## src/rtl/dcg_pkg.sv

```systemverilog
package dcg_pkg;

    typedef enum logic [1:0] {
        SITE_NONE    = 2'd0,
        SITE_COPY_A  = 2'd1,
        SITE_COPY_B  = 2'd2,
        SITE_CHECKER = 2'd3
    } fault_site_e;

    typedef struct packed {
        logic hi;
        logic lo;
    } rail_pair_t;

    function automatic logic pair_ok(input rail_pair_t p);
        return p.hi ^ p.lo;
    endfunction

    function automatic rail_pair_t pair_merge(input rail_pair_t p, input rail_pair_t q);
        rail_pair_t z;
        z.hi = (p.hi & q.hi) | (p.lo & q.lo);
        z.lo = (p.hi & q.lo) | (p.lo & q.hi);
        return z;
    endfunction

endpackage

```

## src/rtl/adder_replica.sv

```systemverilog
module adder_replica
    #(parameter int WIDTH = 8)
    (
        input  logic [WIDTH-1:0] op_x,
        input  logic [WIDTH-1:0] op_y,
        input  logic             c_in,
        output logic [WIDTH:0]   result
    );

    logic [WIDTH:0] carry;

    assign carry[0] = c_in;

    for (genvar i = 0; i < WIDTH; i++) begin : g_bit
        logic prop;
        logic gen;
        assign prop       = op_x[i] ^ op_y[i];
        assign gen        = op_x[i] & op_y[i];
        assign result[i]  = prop ^ carry[i];
        assign carry[i+1] = gen | (prop & carry[i]);
    end

    assign result[WIDTH] = carry[WIDTH];

    always_comb begin
        assert_core_sum_R1: assert (result == ({1'b0, op_x} + {1'b0, op_y} + {{WIDTH{1'b0}}, c_in}));
    end

endmodule

```

## src/rtl/rail_merge_cell.sv

```systemverilog
module rail_merge_cell
    import dcg_pkg::*;
    (
        input  rail_pair_t in_p,
        input  rail_pair_t in_q,
        output rail_pair_t out_z
    );

    assign out_z = pair_merge(in_p, in_q);

    always_comb begin
        if (pair_ok(in_p) && pair_ok(in_q)) begin
            assert_cell_valid_R9: assert (pair_ok(out_z));
        end
        if (!pair_ok(in_p) || !pair_ok(in_q)) begin
            assert_cell_propagate_R9: assert (!pair_ok(out_z));
        end
    end

endmodule

```

## src/rtl/rail_reduce_tree.sv

```systemverilog
module rail_reduce_tree
    import dcg_pkg::*;
    #(
        parameter int LEAVES = 9,
        localparam int NODES = 2 * LEAVES - 1,
        localparam int NET_W = 2 * NODES
    )
    (
        input  logic [2*LEAVES-1:0] leaf_rails,
        input  logic [NET_W-1:0]    net_flip,
        output rail_pair_t          root
    );

    rail_pair_t node_raw [NODES];
    rail_pair_t node_f   [NODES];

    for (genvar n = 0; n < LEAVES; n++) begin : g_leaf
        assign node_raw[n] = rail_pair_t'(leaf_rails[2*n +: 2]);
    end

    for (genvar k = 0; k < LEAVES - 1; k++) begin : g_cell
        rail_merge_cell u_cell (
            .in_p  (node_f[2*k]),
            .in_q  (node_f[2*k+1]),
            .out_z (node_raw[LEAVES+k])
        );
    end

    for (genvar n = 0; n < NODES; n++) begin : g_flip
        assign node_f[n] = rail_pair_t'(node_raw[n] ^ net_flip[2*n +: 2]);
    end

    assign root = node_f[NODES-1];

endmodule

```

## src/rtl/dual_compute_guard.sv

```systemverilog
module dual_compute_guard
    import dcg_pkg::*;
    #(
        parameter int WIDTH = 8,
        localparam int OUT_W = WIDTH + 1,
        localparam int NET_W = 2 * (2 * OUT_W - 1)
    )
    (
        input  logic [WIDTH-1:0] op_x,
        input  logic [WIDTH-1:0] op_y,
        input  logic             carry_in,
        input  logic [1:0]       fault_site,
        input  logic [NET_W-1:0] fault_mask,
        output logic [WIDTH-1:0] sum_out,
        output logic             carry_out,
        output logic [1:0]       err_pair
    );

    fault_site_e site;
    logic [OUT_W-1:0]  raw_a;
    logic [OUT_W-1:0]  raw_b;
    logic [OUT_W-1:0]  flip_a;
    logic [OUT_W-1:0]  flip_b;
    logic [NET_W-1:0]  flip_chk;
    logic [OUT_W-1:0]  res_a;
    logic [OUT_W-1:0]  res_b;
    logic [2*OUT_W-1:0] leaves;
    rail_pair_t         root;

    assign site = fault_site_e'(fault_site);

    adder_replica #(.WIDTH(WIDTH)) u_copy_a (
        .op_x   (op_x),
        .op_y   (op_y),
        .c_in   (carry_in),
        .result (raw_a)
    );

    adder_replica #(.WIDTH(WIDTH)) u_copy_b (
        .op_x   (op_x),
        .op_y   (op_y),
        .c_in   (carry_in),
        .result (raw_b)
    );

    assign flip_a   = (site == SITE_COPY_A)  ? fault_mask[OUT_W-1:0] : '0;
    assign flip_b   = (site == SITE_COPY_B)  ? fault_mask[OUT_W-1:0] : '0;
    assign flip_chk = (site == SITE_CHECKER) ? fault_mask            : '0;

    assign res_a = raw_a ^ flip_a;
    assign res_b = raw_b ^ flip_b;

    for (genvar n = 0; n < OUT_W; n++) begin : g_leaf
        assign leaves[2*n+1] = res_a[n];
        assign leaves[2*n]   = ~res_b[n];
    end

    rail_reduce_tree #(.LEAVES(OUT_W)) u_tree (
        .leaf_rails (leaves),
        .net_flip   (flip_chk),
        .root       (root)
    );

    assign sum_out   = res_a[WIDTH-1:0];
    assign carry_out = res_a[WIDTH];
    assign err_pair  = {root.hi, root.lo};

    always_comb begin
        if (site == SITE_NONE) begin
            assert_clean_valid_R3: assert (err_pair[1] ^ err_pair[0]);
        end
        if (site != SITE_COPY_A) begin
            assert_output_secure_R6: assert ({carry_out, sum_out} == raw_b);
        end
        if (res_a != res_b && site != SITE_CHECKER) begin
            assert_mismatch_flagged_R8: assert (err_pair[1] == err_pair[0]);
        end
    end

endmodule

```

## config.mk

```make
export PLATFORM = sky130hd
export DESIGN_NAME = dual_compute_guard
export DESIGN_NICKNAME = d
export VERILOG_FILES = /design/src/rtl/dcg_pkg.sv /design/src/rtl/adder_replica.sv /design/src/rtl/rail_merge_cell.sv /design/src/rtl/rail_reduce_tree.sv /design/src/rtl/dual_compute_guard.sv
export SDC_FILE = /design/constraint.sdc
export NUM_CORES = 1
export LEC_CHECK = 0
export ABC_AREA = 1
export CORE_MARGIN = 3
export CORE_UTILIZATION = 45
export DETAILED_ROUTE_END_ITERATION = 8
export GPL_ROUTABILITY_DRIVEN = 0
export PLACE_DENSITY = 0.95
export SLEW_MARGIN = 20
export SYNTH_ARGS = -nofsm -noshare
export SYNTH_HDL_FRONTEND = slang
export SYNTH_SLANG_ARGS = --single-unit
export TNS_END_PERCENT = 10
```

## constraint.sdc

```tcl
create_clock -name vclk -period 10.45
set_clock_uncertainty 0.15 [all_clocks]
set_input_delay 2.09 -clock vclk [all_inputs]
set_output_delay 2.09 -clock vclk [all_outputs]
set_load 0.03 [all_outputs]
```

# [Word level (Yosys, flattened, before mapping)]
# Index checks and enable logic that the tools add are counted.
[classes] eq_ne=3 bitwise=116 mux=3
[op_table] operator="bitwise AND 1 bit" n=48
[op_table] operator="two-way mux 34 bit" n=1
[op_table] operator="bitwise XOR 2 bit" n=17
[op_table] operator="OR 1 bit" n=24
[op_table] operator="two-way mux 9 bit" n=2
[op_table] operator="bitwise XOR 9 bit" n=2
[op_table] operator="bitwise XOR 1 bit" n=16
[op_table] operator="NOT 1 bit" n=9
[op_table] operator="equality test 2 bit (second input constant)" n=2
[op_table] operator="equality test 2 x 1 -> 1 bit (second input constant)" n=1
[word_totals] register_bits=0 output_inout_bits=11 inputBits=53 wordCells=122

# [Logic depth before layout (Yosys ltp)]
[depth] word_depth=32 ltp_mapped=26 mapped_depth_nobuf=26

# [Hierarchy]
# From an unflattened synthesis, not the netlist that was laid out.
[hier_totals] hier_cells=434 area_unflattened_um2=2317.2
[modules_own_cells] mod="dual_compute_guard" instances=1 cells_each=178 seq_area_each_um2=0.0 area_each_um2=1088.5
[modules_own_cells] mod="rail_reduce_tree" instances=1 cells_each=172 seq_area_each_um2=0.0 area_each_um2=653.1
[modules_own_cells] mod="adder_replica" instances=2 cells_each=18 seq_area_each_um2=0.0 area_each_um2=197.7
[modules_own_cells] mod="rail_merge_cell" instances=8 cells_each=6 seq_area_each_um2=0.0 area_each_um2=22.5

# [Worst setup path before layout]
# OpenSTA, ideal clock, no wires.
[synth_timing] path_kind="input-to-output" start="input port op_x[0]" end="output port err_pair[0]" cell_stages=26 required_ns=8.210 t_arrival_ns=6.517 n_path_buf=0 setup_slack_ns=1.693 path_cell_list="fa_1 > inv_1 > fa_1 > fa_1 > fa_1 > fa_1 > fa_1 > inv_1 > fa_1 > inv_1 > fa_1 > xor2_1 > inv_1 > nand2_1 > nand2_1 > nand2_1 > nand2_1 > nand2_1 > nand2_1 > nand3_1 > nand2_1 > nand2_1 > nand3_1 > nand2_1 > nand2_1 > nand2_1"
[synth_via] elab_cells_between_ends=99 cone_classes="bitwise: 99"
[synth_lines] element="from (decl)" line="dual_compute_guard.sv:9" rtl="input logic [WIDTH-1:0] op_x,"
[synth_lines] element="bitwise XOR 1 bit" line="adder_replica.sv:17" rtl="assign prop = op_x[i] ^ op_y[i];"
[synth_lines] element="bitwise AND 1 bit" line="adder_replica.sv:20" rtl="assign carry[i+1] = gen | (prop & carry[i]);"
[synth_lines] element="OR 1 bit (*)" line="adder_replica.sv:20"
[synth_lines] element="bitwise AND 1 bit (*)" line="adder_replica.sv:20"
[synth_lines] element="OR 1 bit (*)" line="adder_replica.sv:20"
[synth_lines] element="bitwise AND 1 bit (*)" line="adder_replica.sv:20"
[synth_lines] element="OR 1 bit (*)" line="adder_replica.sv:20"
[synth_lines] element="bitwise AND 1 bit (*)" line="adder_replica.sv:20"
[synth_lines] element="[... 9 more ...]"
[synth_lines] element="net sum_out[7]" line="dual_compute_guard.sv:14" rtl="output logic [WIDTH-1:0] sum_out,"
[synth_lines] element="[... 2 more ...]"
[synth_lines] element="OR 1 bit (on tied branches)" line="dcg_pkg.sv:21, dcg_pkg.sv:22"
[synth_lines] element="bitwise XOR 2 bit (*)" line="rail_reduce_tree.sv:30" rtl="assign node_f[n] = rail_pair_t'(node_raw[n] ^ net_flip[2*n +: 2]);"
[synth_lines] element="bitwise AND 1 bit (on tied branches)" line="dcg_pkg.sv:22, dcg_pkg.sv:21"
[synth_lines] element="OR 1 bit (on tied branches)" line="dcg_pkg.sv:22, dcg_pkg.sv:21"
[synth_lines] element="bitwise XOR 2 bit (*)" line="rail_reduce_tree.sv:30"
[synth_lines] element="bitwise AND 1 bit" line="dcg_pkg.sv:22" rtl="z.lo = (p.hi & q.lo) | (p.lo & q.hi);"
[synth_lines] element="OR 1 bit (*)" line="dcg_pkg.sv:22"
[synth_lines] element="bitwise XOR 2 bit (*)" line="rail_reduce_tree.sv:30"
[synth_lines] element="to (decl)" line="dual_compute_guard.sv:16" rtl="output logic [1:0] err_pair"
# Mark *: on every way through the listed nets, which the timed path passes. The rest lies on a longest branch.

# [Worst setup path in the final report]
[layout_timing] start="input port op_x[0]" end="output port err_pair[0]"
[layout_via] elab_chain_len=29 elab_cells_between_ends=99 cone_classes="bitwise: 99"
[layout_rtl] element="bitwise XOR 1 bit" line="adder_replica.sv:17"
[layout_rtl] element="bitwise AND 1 bit" line="adder_replica.sv:20"
[layout_rtl] element="OR 1 bit" line="adder_replica.sv:20"
[layout_rtl] element="bitwise AND 1 bit" line="adder_replica.sv:20"
[layout_rtl] element="OR 1 bit" line="adder_replica.sv:20"
[layout_rtl] element="bitwise AND 1 bit" line="adder_replica.sv:20"
[layout_rtl] element="OR 1 bit" line="adder_replica.sv:20"
[layout_rtl] element="bitwise AND 1 bit" line="adder_replica.sv:20"
[layout_rtl] element="[... 13 more ...]"
[layout_rtl] element="OR 1 bit (on tied branches)" line="dcg_pkg.sv:22, dcg_pkg.sv:21"
[layout_rtl] element="bitwise XOR 2 bit" line="rail_reduce_tree.sv:30"
[layout_rtl] element="bitwise AND 1 bit (on tied branches)" line="dcg_pkg.sv:22, dcg_pkg.sv:21"
[layout_rtl] element="OR 1 bit (on tied branches)" line="dcg_pkg.sv:22, dcg_pkg.sv:21"
[layout_rtl] element="bitwise XOR 2 bit" line="rail_reduce_tree.sv:30"
[layout_rtl] element="bitwise AND 1 bit" line="dcg_pkg.sv:22"
[layout_rtl] element="OR 1 bit (*)" line="dcg_pkg.sv:22"
[layout_rtl] element="bitwise XOR 2 bit (*)" line="rail_reduce_tree.sv:30"
# Mark *: on every way between the ends. The rest lies on a longest branch, timed or not.

==> results_dict.tcl <==
set metrics [dict create \
    finalSetupTns_ps 0 \
    hold_path_class "in2out" \
    die_y_um 61.5 \
    grt_pass1_wl_um 6240 \
    tightest_slew_ps 446 \
    hp-start "fault_mask[32]" \
    route.met3.wl_um 312 \
    postCtsSetupRepairBufs 0 \
    std_cell_rows 19 \
    synth_most_common_cell "nand2_1" \
    seq_area_frac_synth 0 \
    synth_mux_area_frac 0 \
    design.seq.count 0 \
    highest_layer "met4" \
    synth_top_area_share 0.358 \
    drt_pre_antenna_iters 4 \
    post-place-ws_ps 863 \
    p_seq_frac 0 \
    antenna_found_initial 0 \
    min_period_ps 9570 \
    synth_common_cells "132 x nand2_1, 47 x inv_1, 37 x nand3_1" \
    worst-path-max-fanout 3 \
    wire_per_inst_um 10.4 \
    critPathCaptureType "output pin" \
    nets 397 \
    start_util 0.485 \
    p_leak_nw 1.13 \
    timing.slew.headroom 0.702 \
    clkPwrFrac 0 \
    grtUsageTotal 0.206 \
    wl_met1_um 1470 \
    power_density_nw_per_um2 96.6 \
    drt-vias-per-instance 4.98 \
    synthDistinctLibCells 20 \
    ir_worst_vdd_v 0.0000655 \
    regArea_um2 0 \
    syn_inst 274 \
    comb_power_share 1.000 \
    areaGrowthSynthToFinish_pct 47.3 \
    netlist_top_cells_area "nand2_1 36%, nand3_1 13%, inv_1 13%" \
    arrival_ps 7330 \
    cp-startpoint "op_x[0]" \
    drt_iter0_drc 93 \
    drc 0 \
    power.share.switching 0.584 \
    cap_viol_max_count 0 \
    criticalPathCategory "in2out" \
    rsz0062_at_grt "false" \
    worstPathRequired_ps 8210 \
    fmax_ghz 0.104 \
    cts_resized 0 \
    synth_fa_ha_area_frac 0.116 \
    die_width_um 61.5 \
    outcome "complete, no violations" \
    cts_hold_buffers 0 \
    grt_pass1_vias 1644 \
    grt_start_max_net_pins 30 \
    fp.dieArea_um2 3780 \
    design_area_um2 2040 \
    yosys.area.top_type "nand2_1" \
    place.port_buffers 64 \
    p_int_mw 0.0820 \
    setup_viol 0 \
    start_kind "primary input" \
    yosysWarnings 0 \
    final-max-slew-violation-count 0 \
    antenna_left 0 \
    wl_met2_um 1970 \
    wl_um 3790 \
    dpl_cell_area_um2 2040 \
    finish.utilization 0.714 \
    ios 64 \
    synthesis.area_um2 1380 \
    nClkBuffers 0 \
    synth-simple-area-share 0.596 \
    core_um2 2850 \
    synth-compound-area-share 0.0145 \
    dp_hpwl_um 3320 \
    finalHoldViolations 0 \
    drive_gt1_frac 0.0180 \
    synthesis.nets 335 \
    synth_top_family_by_area "simple AND/OR/NAND/NOR gates" \
    final.period_utilization 0.916 \
    yosys.area_share.xor_xnor 0.120 \
    switchingPower_mw 0.115 \
    worst_slack_ps 879 \
    via_count 1818 \
    syn_area_per_cell_um2 5.05 \
    diodes 0 \
    grt_overflow 0 \
]
[power groups by stage]
| stage | registers [mW] | clock network, mW | logic (mW) |
|---|---|---|---|
| global placement | 0 | 0 | 0.190 |
| CTS | 0 | 0 | 0.197 |
| finish | 0 | 0 | 0.197 |
| detailed placement | 0 | 0 | 0.196 |
| global route | 0 | 0 | 0.221 |
| floorplan | 0 | 0 | 0.133 |
[placed cells by master, fill, tap and decap left out, drive strengths merged]
cell | synthesis | layout
clkinv | 1 | 1
nand3b | 8 | 8
nand2 | 133 | 133
and3 | 1 | 1
nand3 | 37 | 37
clkdlybuf4s50 | 0 | 64
inv | 49 | 49
o21ai | 3 | 3
fa | 8 | 8
nor2 | 7 | 7
a21oi | 1 | 1
nand4 | 3 | 3
xnor2 | 2 | 2
xor2 | 17 | 17
[critical path, stage by stage]
cell             delay (ps)
clkdlybuf4s50_1         480
fa_1                    170
inv_1                    50
fa_1                    370
fa_1                    380
fa_1                    380
fa_1                    390
fa_1                    370
inv_1                    80
fa_1                    160
inv_1                    50
fa_1                    540
xor2_1                  230
inv_1                    60
nand2_1                  60
nand2_1                  60
nand2_1                  80
nand2_1                  60
nand2_1                  50
nand2_1                  60
nand3_1                 100
nand2_1                  50
nand2_1                  80
nand3_1                 100
nand2_1                  90
nand2_1                  50
nand2_1                  50
clkdlybuf4s50_1         660
[layout make-up]
cell class                      instances  area, um2
Timing Repair Buffer                   64        641
Multi-Input combinational cell        220       1170
Fill cell                             259        815
Inverter                               50        188
Tap cell                               31       38.8
[per-layer routing]
metal  vias up  global-route usage
li1        952                   -
met4         0              0.0394
met1       791               0.240
met5         -                   0
met2        69               0.405
met3         6              0.0210
[cell families after synthesis]
| logic type | count (synthesis) |
|---|---|
| simple gates | 189 |
| fa+ha+maj | 8 |
| xor+xnor | 19 |
| compound gates | 4 |
| buf+inv | 54 |
[per-stage QoR]
step	hold slack (ps)	instances	power, mW
after floorplan	4290	274	0.133
after global placement	5220	365	0.190
after detailed placement	5230	365	0.196
after CTS	5240	365	0.197
after global routing	5290	365	0.221
final	5240	365	0.197
[path summary, 6_finish.rpt]
check | end | slack, ps | cells past startpoint
hold / removal | err_pair[0] | 5240 | 5
setup / recovery | err_pair[0] | 880 | 28
Power figures use the tool's default switching activity.
